==> config.mk <==
export PLATFORM = sky130hd
export DESIGN_NAME = ones_stream_sampler
export DESIGN_NICKNAME = d
export VERILOG_FILES = /design/src/rtl/bss_pkg.sv /design/src/rtl/bss_sync_qual.sv /design/src/rtl/bss_phase_gen.sv /design/src/rtl/bss_lat_pipe.sv /design/src/rtl/bss_density_est.sv /design/src/rtl/ones_stream_sampler.sv
export SDC_FILE = /design/constraint.sdc
export NUM_CORES = 1
export LEC_CHECK = 0
export CAP_MARGIN = 20
export CORE_MARGIN = 2
export CORE_UTILIZATION = 41
export CTS_CLUSTER_DIAMETER = 200
export DETAILED_ROUTE_END_ITERATION = 6
export DONT_BUFFER_PORTS = 1
export SYNTH_ARGS = -nofsm -noshare
export SYNTH_HDL_FRONTEND = slang
export SYNTH_HIERARCHICAL = 1
export SYNTH_SLANG_ARGS = --single-unit
export TNS_END_PERCENT = 100
==> constraint.sdc <==
create_clock -name clk_i -period 26.5 [get_ports clk_i]
set_input_delay 3.975 -clock clk_i [delete_from_list [all_inputs] [get_ports clk_i]]
set_output_delay 3.975 -clock clk_i [all_outputs]
set_load 0.1 [all_outputs]
==> src/rtl/bss_pkg.sv <==
package bss_pkg;
  localparam int unsigned DEF_PERIOD  = 16;
  localparam int unsigned DEF_OFFSET  = 8;
  localparam int unsigned DEF_LATENCY = 4;
  localparam int unsigned DEF_MIN_LOW = 2;
  localparam int unsigned DEF_WIN     = 64;
  localparam int unsigned DEF_SETTLE  = 400;
  localparam int unsigned DEF_OUT_W   = 16;

  // ones in window -> signed level, 25%..75% span, truncated toward zero
  function automatic int level_of(int ones, int win, int fs);
    int d;
    int q;
    d = ones - win / 2;
    q = win / 4;
    if (d >= q) return fs;
    if (d <= -q) return -fs;
    return (d * fs) / q;
  endfunction
endpackage

==> src/rtl/bss_sync_qual.sv <==
module bss_sync_qual #(
  parameter int unsigned MIN_LOW = 2
) (
  input  logic clk_i,
  input  logic rst_ni,
  input  logic en_i,
  input  logic sync_i,
  output logic hit_o
);
  localparam int unsigned LW = $clog2(MIN_LOW + 1);

  logic [LW-1:0] low_cnt_q;

  always_ff @(posedge clk_i or negedge rst_ni) begin
    if (!rst_ni) begin
      low_cnt_q <= '0;
    end else if (!en_i || sync_i) begin
      low_cnt_q <= '0;
    end else if (low_cnt_q < LW'(MIN_LOW)) begin
      low_cnt_q <= low_cnt_q + 1'b1;
    end
  end

  assign hit_o = en_i && sync_i && (low_cnt_q >= LW'(MIN_LOW));
endmodule

==> src/rtl/bss_phase_gen.sv <==
module bss_phase_gen #(
  parameter int unsigned PERIOD = 16,
  parameter int unsigned OFFSET = 8
) (
  input  logic clk_i,
  input  logic rst_ni,
  input  logic en_i,
  input  logic hit_i,
  output logic strobe_o
);
  localparam int unsigned PW = $clog2(PERIOD);
  localparam logic [PW-1:0] LAST = PW'(PERIOD - 1);
  localparam logic [PW-1:0] LOAD = PW'(PERIOD - OFFSET);

  logic [PW-1:0] cnt_q;

  always_ff @(posedge clk_i or negedge rst_ni) begin
    if (!rst_ni) begin
      cnt_q <= '0;
    end else if (!en_i) begin
      cnt_q <= '0;
    end else if (hit_i) begin
      cnt_q <= LOAD;  // strobe lands OFFSET edges after the sync edge
    end else if (cnt_q == LAST) begin
      cnt_q <= '0;
    end else begin
      cnt_q <= cnt_q + 1'b1;
    end
  end

  assign strobe_o = en_i && !hit_i && (cnt_q == LAST);
endmodule

==> src/rtl/bss_lat_pipe.sv <==
module bss_lat_pipe #(
  parameter int unsigned LATENCY = 4
) (
  input  logic clk_i,
  input  logic rst_ni,
  input  logic flush_i,
  input  logic strobe_i,
  input  logic bit_i,
  output logic pre_valid_o,
  output logic pre_bit_o,
  output logic valid_o,
  output logic bit_o
);
  logic [LATENCY:0] v_q;
  logic [LATENCY:0] b_q;

  always_ff @(posedge clk_i or negedge rst_ni) begin
    if (!rst_ni) begin
      v_q[0] <= 1'b0;
      b_q[0] <= 1'b0;
    end else if (flush_i) begin
      v_q[0] <= 1'b0;
      b_q[0] <= 1'b0;
    end else begin
      v_q[0] <= strobe_i;
      b_q[0] <= strobe_i & bit_i;
    end
  end

  for (genvar g = 1; g <= LATENCY; g++) begin : g_stage
    always_ff @(posedge clk_i or negedge rst_ni) begin
      if (!rst_ni) begin
        v_q[g] <= 1'b0;
        b_q[g] <= 1'b0;
      end else if (flush_i) begin
        v_q[g] <= 1'b0;
        b_q[g] <= 1'b0;
      end else begin
        v_q[g] <= v_q[g-1];
        b_q[g] <= b_q[g-1];
      end
    end
  end

  assign pre_valid_o = v_q[LATENCY-1];
  assign pre_bit_o   = b_q[LATENCY-1];
  assign valid_o     = v_q[LATENCY];
  assign bit_o       = b_q[LATENCY];
endmodule

==> src/rtl/bss_density_est.sv <==
module bss_density_est
  import bss_pkg::*;
#(
  parameter int unsigned WIN   = 64,
  parameter int unsigned OUT_W = 16
) (
  input  logic                    clk_i,
  input  logic                    rst_ni,
  input  logic                    clear_i,
  input  logic                    push_i,
  input  logic                    bit_i,
  output logic signed [OUT_W-1:0] level_o
);
  localparam int unsigned CW = $clog2(WIN + 1);
  localparam int FS = (2 ** (OUT_W - 1)) - 1;
  localparam logic [WIN-1:0] NEUTRAL = {(WIN / 2){2'b01}};

  logic [WIN-1:0]          win_q;
  logic [CW-1:0]           ones_q;
  logic signed [OUT_W-1:0] level_q;
  int                      ones_nxt;

  always_comb begin
    ones_nxt = int'(ones_q) + int'(bit_i) - int'(win_q[WIN-1]);
  end

  always_ff @(posedge clk_i or negedge rst_ni) begin
    if (!rst_ni) begin
      win_q   <= NEUTRAL;
      ones_q  <= CW'(WIN / 2);
      level_q <= '0;
    end else if (clear_i) begin
      win_q   <= NEUTRAL;  // half ones: estimate restarts at zero
      ones_q  <= CW'(WIN / 2);
      level_q <= '0;
    end else if (push_i) begin
      win_q   <= {win_q[WIN-2:0], bit_i};
      ones_q  <= CW'(ones_nxt);
      level_q <= OUT_W'(level_of(ones_nxt, int'(WIN), FS));
    end
  end

  assign level_o = level_q;
endmodule

==> src/rtl/ones_stream_sampler.sv <==
module ones_stream_sampler
  import bss_pkg::*;
#(
  parameter int unsigned PERIOD  = DEF_PERIOD,
  parameter int unsigned OFFSET  = DEF_OFFSET,
  parameter int unsigned LATENCY = DEF_LATENCY,
  parameter int unsigned MIN_LOW = DEF_MIN_LOW,
  parameter int unsigned WIN     = DEF_WIN,
  parameter int unsigned SETTLE  = DEF_SETTLE,
  parameter int unsigned OUT_W   = DEF_OUT_W
) (
  input  logic                    clk_i,
  input  logic                    rst_ni,
  input  logic                    data_en_i,
  input  logic                    sync_i,
  input  logic                    stream_i,
  output logic                    smp_bit_o,
  output logic                    smp_valid_o,
  output logic signed [OUT_W-1:0] density_o,
  output logic                    settled_o
);
  localparam int unsigned SW = $clog2(SETTLE + 1);

  logic          sync_hit;
  logic          strobe;
  logic          clear;
  logic          pre_valid;
  logic          pre_bit;
  logic [SW-1:0] settle_q;

  assign clear = !data_en_i || sync_hit;

  bss_sync_qual #(.MIN_LOW(MIN_LOW)) u_qual (
    .clk_i  (clk_i),
    .rst_ni (rst_ni),
    .en_i   (data_en_i),
    .sync_i (sync_i),
    .hit_o  (sync_hit)
  );

  bss_phase_gen #(.PERIOD(PERIOD), .OFFSET(OFFSET)) u_phase (
    .clk_i    (clk_i),
    .rst_ni   (rst_ni),
    .en_i     (data_en_i),
    .hit_i    (sync_hit),
    .strobe_o (strobe)
  );

  bss_lat_pipe #(.LATENCY(LATENCY)) u_pipe (
    .clk_i       (clk_i),
    .rst_ni      (rst_ni),
    .flush_i     (clear),
    .strobe_i    (strobe),
    .bit_i       (stream_i),
    .pre_valid_o (pre_valid),
    .pre_bit_o   (pre_bit),
    .valid_o     (smp_valid_o),
    .bit_o       (smp_bit_o)
  );

  // fed from the stage before the output so level moves with the valid pulse
  bss_density_est #(.WIN(WIN), .OUT_W(OUT_W)) u_dens (
    .clk_i   (clk_i),
    .rst_ni  (rst_ni),
    .clear_i (clear),
    .push_i  (pre_valid),
    .bit_i   (pre_bit),
    .level_o (density_o)
  );

  always_ff @(posedge clk_i or negedge rst_ni) begin
    if (!rst_ni) begin
      settle_q <= '0;
    end else if (clear) begin
      settle_q <= '0;
    end else if (settle_q < SW'(SETTLE)) begin
      settle_q <= settle_q + 1'b1;
    end
  end

  assign settled_o = (settle_q == SW'(SETTLE));
endmodule

==> impl_metrics.py, run 1 <==
metrics = {
    "cts": {
        "clk_latency_ps": 350,
        "post_cts_resized": 0,
        "cts.sinks": 112,
        "cts_tree": "yes",
        "clk_path_buf_depth": 2,
        "cts_buffers": 9,
        "path_clk_slew_ps": 80,
        "cts_hold_buf": 0,
        "cts_root_buf": "clkbuf_16",
        "postCtsSetupBuffers": 0,
        "ctsHtreeMaxLevel": 3,
    },
    "sta": {
        "worstMarginPinSlew_ps": 1130,
        "period_minus_slack_ps": 12210,
        "fin_crit_sh": 0.461,
        "clock_skew_ps": 13.2,
        "hold_violations": 0,
        "final_max_slew_viol_count": 0,
        "setup_viol": 0,
        "clock.fmax_mhz": 81.9,
        "finalWorstSetupSlack_ps": 14290,
        "final.setup.tns_ps": 0,
        "rsz0062_at_grt": "no",
        "slew-limit-headroom": 0.240,
    },
    "power": {
        "p_int_w": 0.000242,
        "p_sw_w": 0.0000747,
        "p_leak_nw": 7.14,
        "power_frac_comb": 0.023,
        "ir_drop_mv": 0.0249,
        "p_per_area_nw_per_um2": 23.0,
        "switching_share": 0.236,
        "p_clk_frac": 0.430,
        "power_frac_seq": 0.547,
    },
    "drt": {
        "ant_nets": 0,
        "top_layer_used": "met5",
        "viasPerCell": 5.04,
        "routed_wl_mm": 27.6,
        "first_iter_violations": 399,
        "vias": 8289,
        "met1_length_mm": 12.3,
        "wl_met3_um": 823,
        "drc_errors": 0,
        "wl_per_cell_um": 16.8,
        "drt-pass1-iter-count": 4,
        "wl_met2_mm": 13.9,
    },
    "global_routing": {
        "antenna_found_initial": 1,
        "grt_pass1_vias": 8860,
        "grtUsageTotal": 0.176,
        "overflow": 0,
        "grt_pass1_wl_mm": 46.3,
        "grt_max_degree": 113,
    },
    "floorplan": {
        "die_w_um": 182,
        "core_sq_um": 31400,
        "die_h_um": 182,
        "start_util": 0.414,
        "rows": 65,
        "io_pins": 24,
        "die_area_sq_um": 33100,
    },
    "cells_and_area": {
        "multi_input_area_sq_um": 9050,
        "final-seq-area_sq_um": 2850,
        "antenna_cells": 0,
        "drive_gt1_frac": 0.0692,
        "nNetsFinal": 1563,
        "area_delta_synth_final_pct": 6.02,
        "fillers": 2988,
    },
    "setup_path": {
        "slowest_stage": "ha_1",
        "crit_path_start_kind": "register",
        "reg2reg_slack_ps": 14290,
        "path_max_fanout": 11,
        "cp-end-kind": "register",
        "crit_top_cell": "ha_1",
        "setup.worst_path.class": "reg -> reg",
        "worstPathRequired_ps": 26700,
        "arrival_ps": 12420,
        "cp_slowest_stage_delay_ps": 660,
    },
    "logic_synthesis": {
        "synth_nets": 1572,
        "avgSynthCellArea_sq_um": 10.4,
        "yosysSeqAreaShare": 0.219,
        "synth_cells": 1246,
        "synth-async-reset-ratio": 1.00,
        "ys_warn_count": 6,
        "yosysUniqueCellTypes": 77,
        "synthFlopType": "dfrtp_1",
        "synth-edff-count": 0,
        "netlist_area_sq_um": 13000,
        "synth-seq-cells": 112,
    },
    "job": {
        "drv_cap": 0,
    },
    "min_path": {
        "hold_path.class": "reg -> reg",
    },
    "placement": {
        "preCtsSetupSlack_ps": 14240,
        "place_congestion": 0.917,
        "io_buffers": 0,
        "post-dp-hpwl_mm": 22.7,
    },
    "outcome": {
        "run_status": "finished, final reports clean",
    },
}
-- cells in the final DEF, fill, tap and decap left out, drive strengths merged, types with 3 or more instances in the layout --
master | Yosys | layout
nand3 | 16 | 16
o21a | 5 | 5
nand2b | 6 | 6
a211o | 3 | 3
a211oi | 15 | 15
and2b | 9 | 9
and2 | 3 | 3
dfrtp | 79 | 79
clkbuf | 14 | 9
a21oi | 37 | 37
buf | 11 | 5
or3 | 10 | 10
clkinv | 2 | 4
ha | 133 | 133
o211a | 3 | 3
and3 | 6 | 6
xnor2 | 54 | 54
mux2i | 70 | 70
fa | 188 | 188
nor3 | 10 | 10
a31oi | 5 | 5
nor3b | 3 | 3
nand2 | 51 | 51
nor2 | 75 | 75
nand4 | 5 | 5
a21o | 31 | 31
o21bai | 5 | 5
nor2b | 3 | 3
xor2 | 20 | 20
inv | 263 | 268
o21ai | 28 | 28
a21boi | 3 | 3
dfstp | 33 | 33
o31a | 4 | 4
o211ai | 3 | 3
nor4 | 5 | 5
-- cell usage after synthesis, types with 2 or more instances --
cell type / number / area share
nor4_2: 2 / 0.0019
o31a_1: 4 / 0.0027
o21bai_1: 5 / 0.0029
nand2_1: 51 / 0.015
xor2_1: 19 / 0.013
a2111o_1: 2 / 0.0017
a211oi_2: 2 / 0.0019
buf_1: 9 / 0.0026
o21ai_1: 4 / 0.0015
a21o_1: 31 / 0.018
clkbuf_1: 14 / 0.0040
and2b_2: 9 / 0.0061
clkinv_1: 2 / 0.00058
nor2_1: 75 / 0.022
nand3_1: 16 / 0.0062
a21oi_1: 36 / 0.014
mux2i_1: 70 / 0.054
fa_1: 188 / 0.29
ha_1: 133 / 0.13
o41ai_1: 2 / 0.0013
or3_1: 8 / 0.0039
o211a_1: 3 / 0.0023
nor4_1: 3 / 0.0014
xnor2_1: 54 / 0.036
nor3b_1: 3 / 0.0017
dfstp_2: 33 / 0.067
and4_1: 2 / 0.0013
o21ai_0: 24 / 0.0093
or2_2: 2 / 0.00096
inv_1: 263 / 0.076
nor3_1: 9 / 0.0035
a211o_1: 3 / 0.0020
and3_1: 6 / 0.0029
a31oi_1: 5 / 0.0024
nor2b_1: 3 / 0.0014
a21boi_0: 2 / 0.0012
o2111ai_1: 2 / 0.0013
o211ai_1: 3 / 0.0017
a221oi_1: 2 / 0.0013
and2_1: 3 / 0.0014
nand2b_1: 5 / 0.0024
o21a_1: 5 / 0.0029
dfrtp_1: 79 / 0.15
a211oi_1: 13 / 0.0075
nand4_1: 5 / 0.0024
-- cell families after synthesis --
kind of cell,Yosys count,share of synthesized area
compound gates,164,0.0890
xor+xnor,75,0.0522
fa+ha+maj,321,0.418
buf+inv,290,0.0847
flops,112,0.219
mux,70,0.0540
simple gates,214,0.0830
-- flip-flops by register name, indices dropped and copies added (netlist names) --
name and count:
u_pipe/b_q 3, u_pipe/pre_valid_o 1, u_qual/low_cnt_q 2, u_pipe/v_q 3, u_dens/ones_q 7, u_pipe/valid_o 1
u_dens/level_o 16, u_dens/win_q 64, u_pipe/pre_bit_o 1, u_pipe/bit_o 1, settle_q 9, u_phase/cnt_q 4
-- worst max-delay path: cells and delay by family, from the launching register on --
family | cells | cell delay, ps
XOR/XNOR | 1 | 290
adder cells (fa/ha/maj) | 12 | 4800
AND/OR/NAND/NOR | 9 | 2620
flip-flops | 1 | 350
buffers and inverters | 7 | 1260
AO/OA/AOI/OAI | 15 | 2750
-- final cells by class --
class | instances | share of cell area
Multi-Input combinational cell | 844 | 0.658
Tap cell | 402 | 0.0365
Timing Repair Buffer | 5 | 0.00418
Clock buffer | 9 | 0.0164
Clock inverter | 7 | 0.00609
Inverter | 265 | 0.0723
Sequential cell | 112 | 0.207
-- path summary, 6_finish.rpt --
check	startpoint	to	cells past startpoint
setup reg to reg	u_dens/ones_q[0]$_DFFE_PN0P_	u_dens/level_o[11]$_DFFE_PN0P_	44
hold / removal	u_pipe/v_q[1]$_DFF_PN0_	u_pipe/v_q[2]$_DFF_PN0_	1
max in group asynchronous	rst_ni	u_dens/ones_q[5]$_DFFE_PN1P_	0
hold reg to reg	u_pipe/v_q[1]$_DFF_PN0_	u_pipe/v_q[2]$_DFF_PN0_	1
min in group asynchronous	rst_ni	u_dens/win_q[47]$_DFFE_PN0P_	0
setup / recovery	u_dens/ones_q[0]$_DFFE_PN0P_	u_dens/level_o[11]$_DFFE_PN0P_	44
-- layer usage --
metal | global-route usage | vias up
li1 | - | 3961
met1 | 0.234 | 4173
met2 | 0.308 | 115
met3 | 0.0201 | 38
met4 | 0.0468 | 2
met5 | 0 | -
-- power by group through the flow --
| stage | Combinational [W] | Clock, W | Sequential [W] |
|---|---|---|---|
| after floorplan | 0.00000575 | 0 | 0.000176 |
| after global placement | 0.00000754 | 0 | 0.000176 |
| after detailed placement | 0.00000755 | 0 | 0.000177 |
| after CTS | 0.00000759 | 0.000142 | 0.000173 |
| after global routing | 0.00000853 | 0.000147 | 0.000174 |
| final | 0.00000738 | 0.000136 | 0.000173 |
-- stage by stage --
step	hold WS, ps	cells	util	cell area, sq um	total power (W)
after CTS	475	1644	0.438	13800	0.000322
after global routing	490	1644	0.438	13800	0.000329
after global placement	451	1628	0.429	13500	0.000184
final	471	1644	0.438	13800	0.000317
after floorplan	449	1246	-	13000	0.000182
after detailed placement	458	1628	0.429	13500	0.000184
No activity file was read; power rests on OpenSTA's default activity.
==> run 2, diff against run 1 <==
==> constraint.sdc (replaced) <==
create_clock -name clk_i -period 12.2 [get_ports clk_i]
set_input_delay 1.83 -clock clk_i [delete_from_list [all_inputs] [get_ports clk_i]]
set_output_delay 1.83 -clock clk_i [all_outputs]
set_load 0.1 [all_outputs]
==> impl_metrics.py, run 2 (synthesis results as in run 1) <==
metrics = {
    "drt": {
        "wl_per_cell_um": 17.1,
        "routed_wl_mm": 28.2,
        "first_iter_violations": 412,
        "drt-pass1-iter-count": 4,
        "vias": 8336,
        "drc_errors": 0,
        "ant_nets": 0,
        "viasPerCell": 5.05,
    },
    "sta": {
        "rsz0062_at_grt": "no",
        "finalWorstSetupSlack_ps": 814,
        "hold_violations": 0,
        "fin_crit_sh": 0.933,
        "slew-limit-headroom": 0.337,
        "clock.fmax_mhz": 87.8,
        "final_max_slew_viol_count": 0,
        "clock_skew_ps": 10.8,
        "setup_viol": 0,
        "final.setup.tns_ps": 0,
        "worstMarginPinSlew_ps": 994,
        "period_minus_slack_ps": 11390,
    },
    "cts": {
        "path_clk_slew_ps": 80,
        "cts_tree": "yes",
        "cts_hold_buf": 0,
        "cts_root_buf": "clkbuf_16",
        "cts_buffers": 9,
        "cts.sinks": 112,
        "ctsHtreeMaxLevel": 3,
        "postCtsSetupBuffers": 0,
        "clk_path_buf_depth": 2,
        "clk_latency_ps": 350,
    },
    "setup_path": {
        "arrival_ps": 11590,
        "setup.worst_path.class": "reg -> reg",
        "crit_top_cell": "ha_1",
        "reg2reg_slack_ps": 810,
        "cp-endpoint": "u_dens/level_o[11]$_DFFE_PN0P_",
        "reg2reg_depth": 41,
        "cp-startpoint": "u_dens/win_q[63]$_DFFE_PN0P_",
        "path_max_fanout": 12,
        "cp-end-kind": "register",
        "worstPathRequired_ps": 12400,
        "crit_path_start_kind": "register",
        "cp_slowest_stage_delay_ps": 620,
        "reg2reg_from": "u_dens/win_q[63]$_DFFE_PN0P_",
        "slowest_stage": "or4_4",
        "r2r_end": "u_dens/level_o[11]$_DFFE_PN0P_",
    },
    "cells_and_area": {
        "regMostFlops": "u_dens/win_q",
        "antenna_cells": 0,
        "largest_reg_flops": 64,
        "final_common_cell": "inv_1",
        "final_cell_mix": "inv_1, fa_1, ha_1",
        "fillers": 2993,
        "area_delta_synth_final_pct": 6.42,
        "fin_area_sq_um": 13800,
        "nNetsFinal": 1570,
        "drive_gt1_frac": 0.0745,
    },
    "job": {
        "drv_cap": 0,
    },
    "global_routing": {
        "overflow": 0,
        "grt_max_degree": 113,
        "grt_pass1_vias": 8997,
        "met2_usage": 0.310,
        "grt_pass1_wl_mm": 47.1,
        "grtUsageTotal": 0.181,
        "use_met1": 0.241,
        "use_met3": 0.0225,
        "top_usage_layer": "met2",
        "antenna_found_initial": 1,
    },
    "floorplan": {
        "io_pins": 24,
        "die_area_sq_um": 33100,
        "die_w_um": 182,
        "die_h_um": 182,
        "start_util": 0.414,
        "core_sq_um": 31400,
        "rows": 65,
    },
    "min_path": {
        "hold_path.class": "reg -> reg",
    },
    "power": {
        "p_per_area_nw_per_um2": 49.1,
        "p_leak_nw": 7.17,
        "ir_drop_mv": 0.0515,
    },
    "placement": {
        "preCtsSetupSlack_ps": 722,
        "place_congestion": 0.948,
        "post-dp-hpwl_mm": 23.4,
        "io_buffers": 0,
        "dpl-instance-area_sq_um": 13500,
    },
    "outcome": {
        "run_status": "finished, final reports clean",
    },
}
-- run 2: cell count changes in the layout (fill, tap and decap cells not counted) --
| cell | delta |
|---|---|
| buf_16 | +1 |
| buf_4 | +6 |
| clkbuf_1 | +1 |
| clkinv_8 | -3 |
| clkinvlp_4 | +1 |
| ha_1 | -1 |
| ha_2 | +1 |
| inv_6 | -1 |
| inv_8 | +2 |
-- run 2: final cells by class --
cell class / count / area, sq um / share of cell area
Multi-Input combinational cell: 844 / 9050 / 0.655
Sequential cell: 112 / 2850 / 0.206
Inverter: 265 / 995 / 0.0720
Tap cell: 402 / 503 / 0.0364
Clock buffer: 10 / 229 / 0.0166
Timing Repair Buffer: 12 / 130 / 0.00942
Clock inverter: 6 / 56.3 / 0.00408
-- run 2: worst min-delay path by stage --
stage / startpoint / to / slack, ps / depth (start not counted)
global placement: u_pipe/b_q[0]$_DFF_PN0_ / u_pipe/b_q[1]$_DFF_PN0_ / 450 / 1
global route: u_pipe/b_q[0]$_DFF_PN0_ / u_pipe/b_q[1]$_DFF_PN0_ / 490 / 1
CTS: u_pipe/b_q[1]$_DFF_PN0_ / u_pipe/b_q[2]$_DFF_PN0_ / 480 / 1
floorplan: u_pipe/b_q[0]$_DFF_PN0_ / u_pipe/b_q[1]$_DFF_PN0_ / 450 / 1
finish: u_pipe/b_q[1]$_DFF_PN0_ / u_pipe/b_q[2]$_DFF_PN0_ / 470 / 1
detailed placement: u_pipe/b_q[0]$_DFF_PN0_ / u_pipe/b_q[1]$_DFF_PN0_ / 460 / 1
-- run 2: worst max-delay path: cells and delay by family, from the launching register on --
family	cells	cell delay (ps)
flops	1	390
compound gates	13	2390
xor+xnor	1	280
simple gates	9	2300
buf+inv	6	1220
fa+ha+maj	12	4650
-- run 2: through the flow --
stage,total power (W),hold WS [ps],util,instances
finish,0.000679,472,0.440,1651
global route,0.000706,486,0.440,1651
global placement,0.000399,452,0.430,1633
floorplan,0.000395,449,-,1246
detailed placement,0.000401,456,0.431,1634
CTS,0.000694,475,0.440,1650
-- run 2: power breakdown --
part           internal, W  switching (W)   total, W
clock network     0.000144       0.000141   0.000285
registers         0.000374     0.00000248   0.000376
logic           0.00000588      0.0000113  0.0000171
total             0.000524       0.000155   0.000679
-- run 2: what timing repair did --
| action | in CTS | in global routing |
|---|---|---|
| resized for setup | 0 | 1 |
| hold endpoints to repair | 0 | 0 |
| endpoints found under the setup margin | 0 | 5 |
-- run 2: routing by layer --
metal  vias to the layer above  share of wire
met4                         2          0.027
met5                         -        0.00039
met2                       110           0.49
met3                        47          0.027
li1                       3995              -
met1                      4182           0.46
==> run 3, diff against run 2 <==
--- a/config.mk
+++ b/config.mk
@@ -13,6 +13,5 @@
 export DONT_BUFFER_PORTS = 1
 export SYNTH_ARGS = -nofsm -noshare
 export SYNTH_HDL_FRONTEND = slang
-export SYNTH_HIERARCHICAL = 1
 export SYNTH_SLANG_ARGS = --single-unit
 export TNS_END_PERCENT = 100
==> impl_metrics.py, run 3 <==
metrics = {
    "cts": {
        "cts_hold_buf": 0,
        "cts.sinks": 112,
        "clk_path_buf_depth": 2,
        "path_clk_slew_ps": 70,
        "clk_latency_ps": 360,
        "ctsHtreeMaxLevel": 3,
        "cts_buffers": 9,
        "cts_tree": "yes",
        "cts_root_buf": "clkbuf_16",
    },
    "logic_synthesis": {
        "synth_cells": 1278,
        "ys_warn_count": 0,
        "synth_nets": 1613,
        "yosys-top-cells-area": "fa_1, dfrtp_1, ha_1, inv_1, dfstp_2",
        "synth_top_area_share": 0.309,
        "synth-seq-cells": 112,
        "avgSynthCellArea_sq_um": 10.3,
        "synth.most_common_cell": "inv_1",
        "synth_commonest_cells": "inv_1, fa_1, ha_1",
        "synthFlopType": "dfrtp_1",
        "yosysUniqueCellTypes": 66,
        "yosysSeqAreaShare": 0.215,
        "synth.largest_area_cell": "fa_1",
        "netlist_area_sq_um": 13200,
        "synth-async-reset-ratio": 1.00,
        "synth-edff-count": 0,
    },
    "cells_and_area": {
        "final_common_cell": "inv_1",
        "nNetsFinal": 1601,
        "fin_area_sq_um": 14000,
        "largest_reg_flops": 64,
        "final_cell_mix": "inv_1, fa_1, ha_1",
        "antenna_cells": 0,
        "drive_gt1_frac": 0.0645,
        "regMostFlops": "u_dens.win_q",
        "area_delta_synth_final_pct": 5.75,
        "fin_cells": 1673,
    },
    "sta": {
        "hold_violations": 0,
        "clock.fmax_mhz": 88.7,
        "setup_viol": 0,
        "clock_skew_ps": 12.8,
        "finalWorstSetupSlack_ps": 921,
        "final.setup.tns_ps": 0,
        "period_minus_slack_ps": 11280,
        "rsz0062_at_grt": "no",
        "worstMarginPinSlew_ps": 1020,
        "slew-limit-headroom": 0.318,
        "final_max_slew_viol_count": 0,
        "fin_crit_sh": 0.925,
    },
    "outcome": {
        "run_status": "finished, final reports clean",
    },
    "power": {
        "p_int_w": 0.000521,
        "p_per_area_nw_per_um2": 48.4,
        "power_frac_comb": 0.025,
        "switching_share": 0.228,
        "p_leak_nw": 7.24,
        "p_sw_w": 0.000154,
        "p_clk_frac": 0.417,
        "power_frac_seq": 0.558,
        "p_total_w": 0.000676,
        "ir_drop_mv": 0.0735,
    },
    "placement": {
        "dp.cells": 1657,
        "place_congestion": 0.959,
        "dpl-instance-area_sq_um": 13700,
        "preCtsSetupSlack_ps": 853,
        "io_buffers": 0,
        "post-dp-hpwl_mm": 23.7,
    },
    "job": {
        "drv_cap": 0,
    },
    "drt": {
        "drt-pass1-iter-count": 4,
        "routed_wl_mm": 28.5,
        "viasPerCell": 5.00,
        "wl_per_cell_um": 17.0,
        "first_iter_violations": 389,
        "ant_nets": 0,
        "drc_errors": 0,
        "vias": 8367,
    },
    "global_routing": {
        "overflow": 0,
        "grt_pass1_vias": 9128,
        "antenna_found_initial": 1,
        "grt_pass1_wl_mm": 48.0,
        "grtUsageTotal": 0.183,
        "grt_max_degree": 113,
    },
    "setup_path": {
        "arrival_ps": 11540,
        "worstPathRequired_ps": 12460,
        "setup.worst_path.class": "reg -> reg",
        "slowest_stage": "fa_1",
        "crit_top_cell": "fa_1",
        "path_max_fanout": 14,
        "reg2reg_slack_ps": 920,
        "cp_slowest_stage_delay_ps": 610,
        "cp-end-kind": "register",
        "crit_path_start_kind": "register",
    },
    "floorplan": {
        "core_sq_um": 31600,
        "die_area_sq_um": 33700,
        "io_pins": 24,
        "start_util": 0.417,
        "rows": 65,
        "die_h_um": 183,
        "die_w_um": 183,
    },
    "min_path": {
        "hold_path.class": "reg -> reg",
    },
}
==> run 3: final cells by class <==
class / count / area, sq um
fill: 3047 / 17700
multi-input combinational: 856 / 9200
timing repair buffer: 10 / 92.6
sequential: 112 / 2850
tap: 402 / 503
clock buffer: 10 / 229
inverter: 277 / 1040
clock inverter: 6 / 55.1
==> run 3: critical path: cells and delay by family, from the launching register on <==
family          cells  cell delay [ps]
xor+xnor            2              340
flops               1              410
fa+ha+maj          11             4410
buf+inv             5              630
simple gates       10             3000
compound gates     10             2380
==> run 3: what timing repair did <==
action,CTS,global route
resized for setup,0,1
endpoints found under the setup margin,0,4
buffers inserted,0,0
==> run 3: power by group through the flow <==
stage | clock network, W | registers (W) | logic (W)
after floorplan | 0 | 0.000383 | 0.0000129
after global placement | 0 | 0.000383 | 0.0000170
after detailed placement | 0 | 0.000384 | 0.0000171
after CTS | 0.000293 | 0.000377 | 0.0000173
after global routing | 0.000307 | 0.000377 | 0.0000194
final | 0.000282 | 0.000377 | 0.0000170
==> run 3: layer usage <==
| metal | GRT usage | wire length [um] | share of wire | vias to the layer above |
|---|---|---|---|---|
| met5 | 0 | 13 | 0.00046 | - |
| met4 | 0.0528 | 666 | 0.023 | 2 |
| met3 | 0.0313 | 1250 | 0.044 | 39 |
| met2 | 0.302 | 13700 | 0.48 | 166 |
| met1 | 0.248 | 12900 | 0.45 | 4185 |
| li1 | - | - | - | 3975 |
==> run 3: logic make-up after synthesis <==
group | after synthesis | share of synthesized area
AOI/OAI and AO/OA | 133 | 0.0679
muxes | 73 | 0.0554
xor gates and xnor gates | 90 | 0.0603
buffers and inverters | 310 | 0.0893
adders and majority gates | 330 | 0.429
DFF | 112 | 0.215
and+or+nand+nor | 230 | 0.0831
==> run 3: stage by stage <==
step / utilization / hold slack [ps]
3_3_place_gp: 0.432 / 461
3_5_place_dp: 0.432 / 467
6_report: 0.441 / 483
4_1_cts: 0.441 / 485
5_1_grt: 0.441 / 502
2_1_floorplan: - / 459
==> run 3: path summary, 6_finish.rpt <==
check / from / endpoint / cells after the start
max: u_pipe.pre_bit_o$_DFF_PN0_ / u_dens.level_o[15]$_DFFE_PN0P_ / 38
min: u_pipe.v_q[0]$_DFF_PN0_ / u_pipe.v_q[1]$_DFF_PN0_ / 1
max reg2reg: u_pipe.pre_bit_o$_DFF_PN0_ / u_dens.level_o[15]$_DFFE_PN0P_ / 38
min reg2reg: u_pipe.v_q[0]$_DFF_PN0_ / u_pipe.v_q[1]$_DFF_PN0_ / 1
max in group asynchronous: rst_ni / u_dens.win_q[62]$_DFFE_PN1P_ / 0
min in group asynchronous: rst_ni / settle_q[5]$_DFFE_PN0P_ / 0
